`config.mk`:
```
export PLATFORM = sky130hd
export DESIGN_NAME = raw_issue_queue
export DESIGN_NICKNAME = d
export VERILOG_FILES = /design/src/rtl/riq_pkg.sv /design/src/rtl/riq_unit.sv /design/src/rtl/riq_store.sv /design/src/rtl/riq_hazard.sv /design/src/rtl/riq_pick.sv /design/src/rtl/raw_issue_queue.sv
export SDC_FILE = /design/constraint.sdc
export NUM_CORES = 1
export LEC_CHECK = 0
export BUFFER_PORTS_ARGS = -buffer_cell sky130_fd_sc_hd__buf_2
export CORE_MARGIN = 2
export CORE_UTILIZATION = 43
export CTS_CLUSTER_SIZE = 30
export DETAILED_ROUTE_END_ITERATION = 12
export PLACE_DENSITY = 0.72
export SETUP_SLACK_MARGIN = 0.02
export SKIP_LAST_GASP = 1
export SLEW_MARGIN = 20
export SYNTH_ARGS = -nofsm -noshare
export SYNTH_HDL_FRONTEND = slang
export SYNTH_SLANG_ARGS = --single-unit
export TNS_END_PERCENT = 100
```
`constraint.sdc`:
```
create_clock -name clk -period 7.05 [get_ports clk]
set_clock_uncertainty 0.1 [all_clocks]
set_input_delay 0.3525 -clock clk [delete_from_list [all_inputs] [get_ports clk]]
set_output_delay 0.3525 -clock clk [all_outputs]
set_load 0.02 [all_outputs]
```
`src/rtl/riq_pkg.sv`:
```
package riq_pkg;

    localparam int WORD_W = 32;
    localparam int REG_W  = 7;
    localparam int OP_W   = 4;

    typedef logic [REG_W-1:0] reg_addr_t;

    // Packed MSB first: opcode, result, X, Y, S
    typedef struct packed {
        logic [OP_W-1:0] op;
        reg_addr_t       dst;
        reg_addr_t       src_x;
        reg_addr_t       src_y;
        reg_addr_t       src_s;
    } instr_t;

    function automatic logic reads_reg(instr_t ins, reg_addr_t a);
        return (ins.src_x == a) || (ins.src_y == a) || (ins.src_s == a);
    endfunction

    // True when the younger entry must wait for the older one (either direction)
    function automatic logic pair_conflict(instr_t older, instr_t younger);
        return reads_reg(younger, older.dst) || reads_reg(older, younger.dst);
    endfunction

endpackage

```
`src/rtl/riq_unit.sv`:
```
module riq_unit
    import riq_pkg::*;
#(
    parameter int LATENCY = 5
) (
    input  logic      clk,
    input  logic      rst_n,
    input  logic      start,
    input  reg_addr_t dst_in,
    output logic      busy,
    output logic      done,
    output reg_addr_t dst
);

    localparam int CW = (LATENCY > 1) ? $clog2(LATENCY) : 1;

    typedef enum logic {U_IDLE, U_RUN} ustate_t;

    ustate_t       state, state_n;
    logic [CW-1:0] cnt, cnt_n;

    always_ff @(posedge clk) begin
        if (!rst_n) begin
            state <= U_IDLE;
            cnt   <= '0;
            dst   <= '0;
        end else begin
            state <= state_n;
            cnt   <= cnt_n;
            if (start) begin
                dst <= dst_in;
            end
        end
    end

    always_comb begin
        state_n = state;
        cnt_n   = cnt;
        unique case (state)
            U_IDLE: begin
                if (start) begin
                    state_n = U_RUN;
                    cnt_n   = CW'(LATENCY - 1);
                end
            end
            U_RUN: begin
                if (cnt == '0) begin
                    state_n = U_IDLE;
                end else begin
                    cnt_n = cnt - CW'(1);
                end
            end
            default: state_n = U_IDLE;
        endcase
    end

    always_comb begin
        busy = (state == U_RUN);
        done = (state == U_RUN) && (cnt == '0);
    end

endmodule

```
`src/rtl/riq_store.sv`:
```
module riq_store
    import riq_pkg::*;
#(
    parameter int DEPTH = 4
) (
    input  logic                              clk,
    input  logic                              rst_n,
    input  logic                              push,
    input  instr_t                            push_word,
    input  logic [DEPTH-1:0]                  pop_mask,
    output instr_t [DEPTH-1:0]                slot,
    output logic [DEPTH-1:0]                  slot_valid,
    output logic [$clog2(DEPTH+1)-1:0]        occ,
    output logic                              full
);

    localparam int OCC_W = $clog2(DEPTH + 1);

    instr_t [DEPTH-1:0] slot_n;
    logic [OCC_W-1:0]   occ_n;
    int                 fill;

    for (genvar k = 0; k < DEPTH; k++) begin : g_valid
        assign slot_valid[k] = (OCC_W'(k) < occ);
    end

    assign full = (occ == OCC_W'(DEPTH));

    // Compaction: survivors slide down in order, then the new entry lands on top
    always_comb begin
        slot_n = slot;
        fill   = 0;
        for (int k = 0; k < DEPTH; k++) begin
            if (slot_valid[k] && !pop_mask[k]) begin
                slot_n[fill] = slot[k];
                fill         = fill + 1;
            end
        end
        if (push && (fill < DEPTH)) begin
            slot_n[fill] = push_word;
            fill         = fill + 1;
        end
        occ_n = OCC_W'(fill);
    end

    always_ff @(posedge clk) begin
        if (!rst_n) begin
            slot <= '0;
            occ  <= '0;
        end else begin
            slot <= slot_n;
            occ  <= occ_n;
        end
    end

endmodule

```
`src/rtl/riq_hazard.sv`:
```
module riq_hazard
    import riq_pkg::*;
#(
    parameter int DEPTH     = 4,
    parameter int NUM_UNITS = 2
) (
    input  instr_t [DEPTH-1:0]        slot,
    input  logic [DEPTH-1:0]          slot_valid,
    input  logic [NUM_UNITS-1:0]      unit_busy,
    input  reg_addr_t [NUM_UNITS-1:0] unit_dst,
    output logic [DEPTH-1:0]          ready
);

    logic [DEPTH-1:0] held_pending;
    logic [DEPTH-1:0] held_order;

    // Sources against results still in flight
    always_comb begin
        held_pending = '0;
        for (int k = 0; k < DEPTH; k++) begin
            for (int u = 0; u < NUM_UNITS; u++) begin
                if (unit_busy[u] && reads_reg(slot[k], unit_dst[u])) begin
                    held_pending[k] = 1'b1;
                end
            end
        end
    end

    // Pairwise window search; entry 0 has no older neighbour
    always_comb begin
        held_order = '0;
        for (int k = 1; k < DEPTH; k++) begin
            for (int i = 0; i < k; i++) begin
                if (pair_conflict(slot[i], slot[k])) begin
                    held_order[k] = 1'b1;
                end
            end
        end
    end

    assign ready = slot_valid & ~held_pending & ~held_order;

endmodule

```
`src/rtl/riq_pick.sv`:
```
module riq_pick #(
    parameter int DEPTH     = 4,
    parameter int NUM_UNITS = 2,
    localparam int SW       = (DEPTH > 1) ? $clog2(DEPTH) : 1
) (
    input  logic [DEPTH-1:0]              ready,
    input  logic [NUM_UNITS-1:0]          unit_busy,
    output logic [DEPTH-1:0]              grant,
    output logic [NUM_UNITS-1:0]          start,
    output logic [NUM_UNITS-1:0][SW-1:0]  pick_idx
);

    logic [NUM_UNITS-1:0] taken;
    logic                 placed;

    always_comb begin
        taken    = '0;
        grant    = '0;
        start    = '0;
        pick_idx = '0;
        placed   = 1'b0;
        for (int k = 0; k < DEPTH; k++) begin
            placed = 1'b0;
            if (ready[k]) begin
                for (int u = 0; u < NUM_UNITS; u++) begin
                    if (!placed && !unit_busy[u] && !taken[u]) begin
                        taken[u]    = 1'b1;
                        start[u]    = 1'b1;
                        pick_idx[u] = SW'(k);
                        grant[k]    = 1'b1;
                        placed      = 1'b1;
                    end
                end
            end
        end
    end

endmodule

```
`src/rtl/raw_issue_queue.sv`:
```
module raw_issue_queue
    import riq_pkg::*;
#(
    parameter int NUM_UNITS = 2,
    parameter int DEPTH     = 4,
    parameter int LATENCY   = 5
) (
    input  logic                        clk,
    input  logic                        rst_n,
    input  logic                        in_valid,
    input  logic [31:0]                 in_word,
    output logic                        full,
    output logic [NUM_UNITS-1:0]        issue_valid,
    output logic [NUM_UNITS*32-1:0]     issue_word,
    output logic [NUM_UNITS-1:0]        unit_done
);

    localparam int OCC_W = $clog2(DEPTH + 1);
    localparam int SW    = (DEPTH > 1) ? $clog2(DEPTH) : 1;

    instr_t [DEPTH-1:0]            slot;
    logic [DEPTH-1:0]              slot_valid;
    logic [OCC_W-1:0]              occ;
    logic                          push;
    logic [DEPTH-1:0]              ready;
    logic [DEPTH-1:0]              grant;
    logic [NUM_UNITS-1:0]          unit_busy;
    reg_addr_t [NUM_UNITS-1:0]     unit_dst;
    logic [NUM_UNITS-1:0][SW-1:0]  pick_idx;

    assign push = in_valid && !full;

    riq_store #(.DEPTH(DEPTH)) u_store (
        .clk        (clk),
        .rst_n      (rst_n),
        .push       (push),
        .push_word  (instr_t'(in_word)),
        .pop_mask   (grant),
        .slot       (slot),
        .slot_valid (slot_valid),
        .occ        (occ),
        .full       (full)
    );

    riq_hazard #(.DEPTH(DEPTH), .NUM_UNITS(NUM_UNITS)) u_hazard (
        .slot       (slot),
        .slot_valid (slot_valid),
        .unit_busy  (unit_busy),
        .unit_dst   (unit_dst),
        .ready      (ready)
    );

    riq_pick #(.DEPTH(DEPTH), .NUM_UNITS(NUM_UNITS)) u_pick (
        .ready     (ready),
        .unit_busy (unit_busy),
        .grant     (grant),
        .start     (issue_valid),
        .pick_idx  (pick_idx)
    );

    for (genvar u = 0; u < NUM_UNITS; u++) begin : g_unit
        instr_t chosen;
        assign chosen = slot[pick_idx[u]];
        assign issue_word[u*32 +: 32] = issue_valid[u] ? 32'(chosen) : 32'd0;

        riq_unit #(.LATENCY(LATENCY)) u_exec (
            .clk    (clk),
            .rst_n  (rst_n),
            .start  (issue_valid[u]),
            .dst_in (chosen.dst),
            .busy   (unit_busy[u]),
            .done   (unit_done[u]),
            .dst    (unit_dst[u])
        );
    end

endmodule

```
==> impl_metrics.env <==
export IMPL_arrival_time_reported_for_the_critical_path_endpoint_ns=6.45
export IMPL_timing_final_crit_share=0.8775
export IMPL_highest_routed_layer="met5"
export IMPL_top_area_cell_type_share_of_the_netlist_area=0.1873
export IMPL_number_of_flops_mapped_to_enable_cells_by_yosys=0
export IMPL_worst_skew_pair_late_latency_ns=0.46
export IMPL_groute_usage_overall=0.3224
export IMPL_critical_path_peak_fanout=33
export IMPL_initial_utilization=0.4351
export IMPL_gpl_final_weighted_congestion=1.102
export IMPL_synthesis_area_um2=16350
export IMPL_cts_buffers_inserted=17
export IMPL_netlist_top_cell_by_area="sky130_fd_sc_hd__dfxtp_1"
export IMPL_post_synth_inst_count=1844
export IMPL_synth_avg_cell_area_um2=8.866
export IMPL_antennaDiodeCount=0
export IMPL_netlist_cell_type_count=70
export IMPL_cp_data_required_time_ns=7.32
export IMPL_clockBufferDepth=2
export IMPL_power_density_normalized_to_cell_area_nw_per_um2=527.2
export IMPL_max_cap_viol_count=0
export IMPL_crit_type="flop to flop"
export IMPL_synth_area_leaders="sky130_fd_sc_hd__dfxtp_1, sky130_fd_sc_hd__xnor2_1, sky130_fd_sc_hd__xor2_1, sky130_fd_sc_hd__mux2i_1, sky130_fd_sc_hd__mux2_2"
export IMPL_area_delta_synth_final_pct=5.288
export IMPL_grt_antenna_before_repair=1
export IMPL_vdd_ir_drop_max_v=0.0002587
export IMPL_synth_net_count=1894
export IMPL_async_s_r_ff_share_synth=0
export IMPL_via_cell_ratio=6.652
export IMPL_globalRouteOverflowTotal=0
export IMPL_post_place_cells=2271
export IMPL_finalWorstPathRequiredPeriod_ns=6.186
export IMPL_tritoncts="yes"
export IMPL_yosys_most_used_dff="sky130_fd_sc_hd__dfxtp_1"
export IMPL_grt_start_max_net_pins=90
export IMPL_fmax_ghz=0.1616
export IMPL_clock_sinks=153
export IMPL_first_global_vias=14990
export IMPL_crit_path_capture_type="flop"
export IMPL_design_portCount=104
export IMPL_post_route_drc_count=0
export IMPL_post_route_cells_drive_above_1_share=0.2098
export IMPL_worst_slew_pin_transition_ns=1.189
export IMPL_drtAntennaViolNets=0
export IMPL_core_area_um2=37580
export IMPL_outcome="completed"
export IMPL_die_area_um2=39600
export IMPL_clk_root_buffer_cell="sky130_fd_sc_hd__clkbuf_16"
export IMPL_num_vias=15320
export IMPL_totalWireLength_um=64000
export IMPL_met3_wirelength_um=8163
export IMPL_clock_slew_at_reported_path_ffs_ns=0.08
export IMPL_rsz_0062_raised_after_global_routing="false"
export IMPL_worstReg2RegStart="g_unit[0].u_exec.dst[3]$_SDFFE_PN0P_"
export IMPL_detailroute_wirelength_met2_um=27540
export IMPL_fp_dieW_um=199.0
export IMPL_drt_pre_antenna_iters=6
export IMPL_fin_setup_tns_ns=0
export IMPL_finalNonFillerCells=2303
export IMPL_ctsHtreeMaxLevel=4
export IMPL_startpoint_type="flop"
export IMPL_critical_path_startpoint="g_unit[0].u_exec.dst[3]$_SDFFE_PN0P_"
export IMPL_grt_first_pass_wirelength_um=95410
export IMPL_final_hold_violation_count=0
export IMPL_yosys_warnings=0
export IMPL_post_cts_resized=0
export IMPL_routedLengthMet1_um=23990
export IMPL_dp_hpwl_um=43650
export IMPL_postCtsSetupRepairBufs=0
export IMPL_initialDrtViolationCount=2094
export IMPL_synth_seq_cells=153
export IMPL_die_y_um=199.0
export IMPL_setup_viol=0
export IMPL_cell_with_the_most_instances_after_synthesis="sky130_fd_sc_hd__xnor2_1"
export IMPL_rows=71
export IMPL_sequential_cell_area_fraction_in_the_yosys_report=0.1873
export IMPL_port_buffers=103
export IMPL_timing_final_max_slew_violations=0
export IMPL_worst_hold_startpoint="in_word[3]"
export IMPL_post_drt_wl_per_cell_um=27.79
export IMPL_timing_hold_worst_class="input port to flop"
export IMPL_leak_nw=7.179
export IMPL_timing_slew_headroom=0.2004
export IMPL_yosys_top_cells_count="sky130_fd_sc_hd__xnor2_1, sky130_fd_sc_hd__xor2_1, sky130_fd_sc_hd__dfxtp_1"
export IMPL_post_cts_hold_buffer_count=0
export IMPL_num_nets_final=1829
## flip-flops by register name (all words and copies together) (netlist names)
signal,count
g_unit.u_exec.busy,2
g_unit.u_exec.dst,14
u_store.occ,3
u_store.slot,128
g_unit.u_exec.cnt,6
## final cells by class
type                       count  area [µm²]
fill                        3501       20360
multi-input combinational   1406       11700
sequential                   153        3063
timing repair buffer         183        1131
tap                          511       639.4
clock buffer                  17       425.4
clock inverter                15       183.9
inverter                      18       67.56
## kinds of logic after synthesis
logic type | after synthesis | synth area share
AOI/OAI and AO/OA | 373 | 0.1586
xor gates and xnor gates | 421 | 0.2255
adders and majority gates | 15 | 0.01148
buffers and inverters | 285 | 0.09949
DFF | 153 | 0.1873
muxes | 282 | 0.2026
and+or+nand+nor | 315 | 0.1149
## metrics by stage
| step | total power, mW | hold WS, ns | area (µm²) | utilization | worst slack [ns] |
|---|---|---|---|---|---|
| 2_1_floorplan | 6.106 | 0.3436 | 16350 | - | 2.093 |
| 3_3_place_gp | 7.674 | 0.3508 | 16600 | 0.4419 | 1.290 |
| 3_5_place_dp | 7.812 | 0.3736 | 16600 | 0.4419 | 1.117 |
| 4_1_cts | 8.815 | 0.03959 | 17210 | 0.4581 | 1.071 |
| 5_1_grt | 9.435 | 0.06223 | 17210 | 0.4581 | 0.5612 |
| 6_report | 9.075 | 0.04165 | 17210 | 0.4581 | 0.8636 |
## where the power goes
group | internal, mW | total [mW] | switching (mW)
sequential | 1.15 | 2.24 | 1.09
clock | 0.510 | 0.983 | 0.474
combinational | 2.41 | 5.86 | 3.44
## metal layers
layer,track usage,vias to the layer above
li1,-,6499
met1,0.4083,7280
met2,0.4855,1207
met3,0.08884,332
met4,0.1971,2
met5,0,-
## critical path, cell delays in order, from the launching register on
cell                      delay [ns]
sky130_fd_sc_hd__dfxtp_1        0.86
sky130_fd_sc_hd__xor2_1         0.16
sky130_fd_sc_hd__nor4_1         0.30
sky130_fd_sc_hd__nand4_1        0.25
sky130_fd_sc_hd__a41oi_2        0.44
sky130_fd_sc_hd__nand4_1        0.47
sky130_fd_sc_hd__and3_1         0.40
sky130_fd_sc_hd__ha_1           0.33
sky130_fd_sc_hd__or4_1          0.57
sky130_fd_sc_hd__and2_1         0.22
sky130_fd_sc_hd__inv_1          0.09
sky130_fd_sc_hd__ha_1           0.23
sky130_fd_sc_hd__mux2i_1        0.29
sky130_fd_sc_hd__inv_1          0.11
sky130_fd_sc_hd__ha_1           0.21
sky130_fd_sc_hd__and3_1         0.18
sky130_fd_sc_hd__o21ai_2        0.06
sky130_fd_sc_hd__buf_4          0.41
sky130_fd_sc_hd__o31ai_1        0.14
sky130_fd_sc_hd__a21oi_1        0.20
## layout by cell type (no fill, tap or decap), drive strengths merged, types with 5 or more instances in the layout
master and instances:
o21ai 10, nor3 16, a22oi 22, a41oi 5, a2bb2oi 7, dfxtp 153, o31ai 102, nor2 43
buf 183, mux2 121, clkinv 7, a31oi 6, clkbuf 17, xnor2 239, nor4 62, a21oi 139
inv 25, o2bb2ai 32, a21o 10, or3 9, ha 15, o21a 9, xor2 182, and2 38
nand3 19, o211ai 10, nor4b 7, nand2b 7, nand4 63, mux4 25, nand2 39, mux2i 136
## final timing paths
kind | to | slack, ns | cells after the start
max | u_store.slot[121]$_SDFF_PN0_ | 0.86 | 19
min | u_store.slot[35]$_SDFF_PN0_ | 0.04 | 2
max reg2reg | u_store.slot[121]$_SDFF_PN0_ | 0.86 | 19
min reg2reg | g_unit[0].u_exec.cnt[0]$_SDFFE_PN0P_ | 0.38 | 2
No activity file was read; power rests on OpenSTA's default activity.
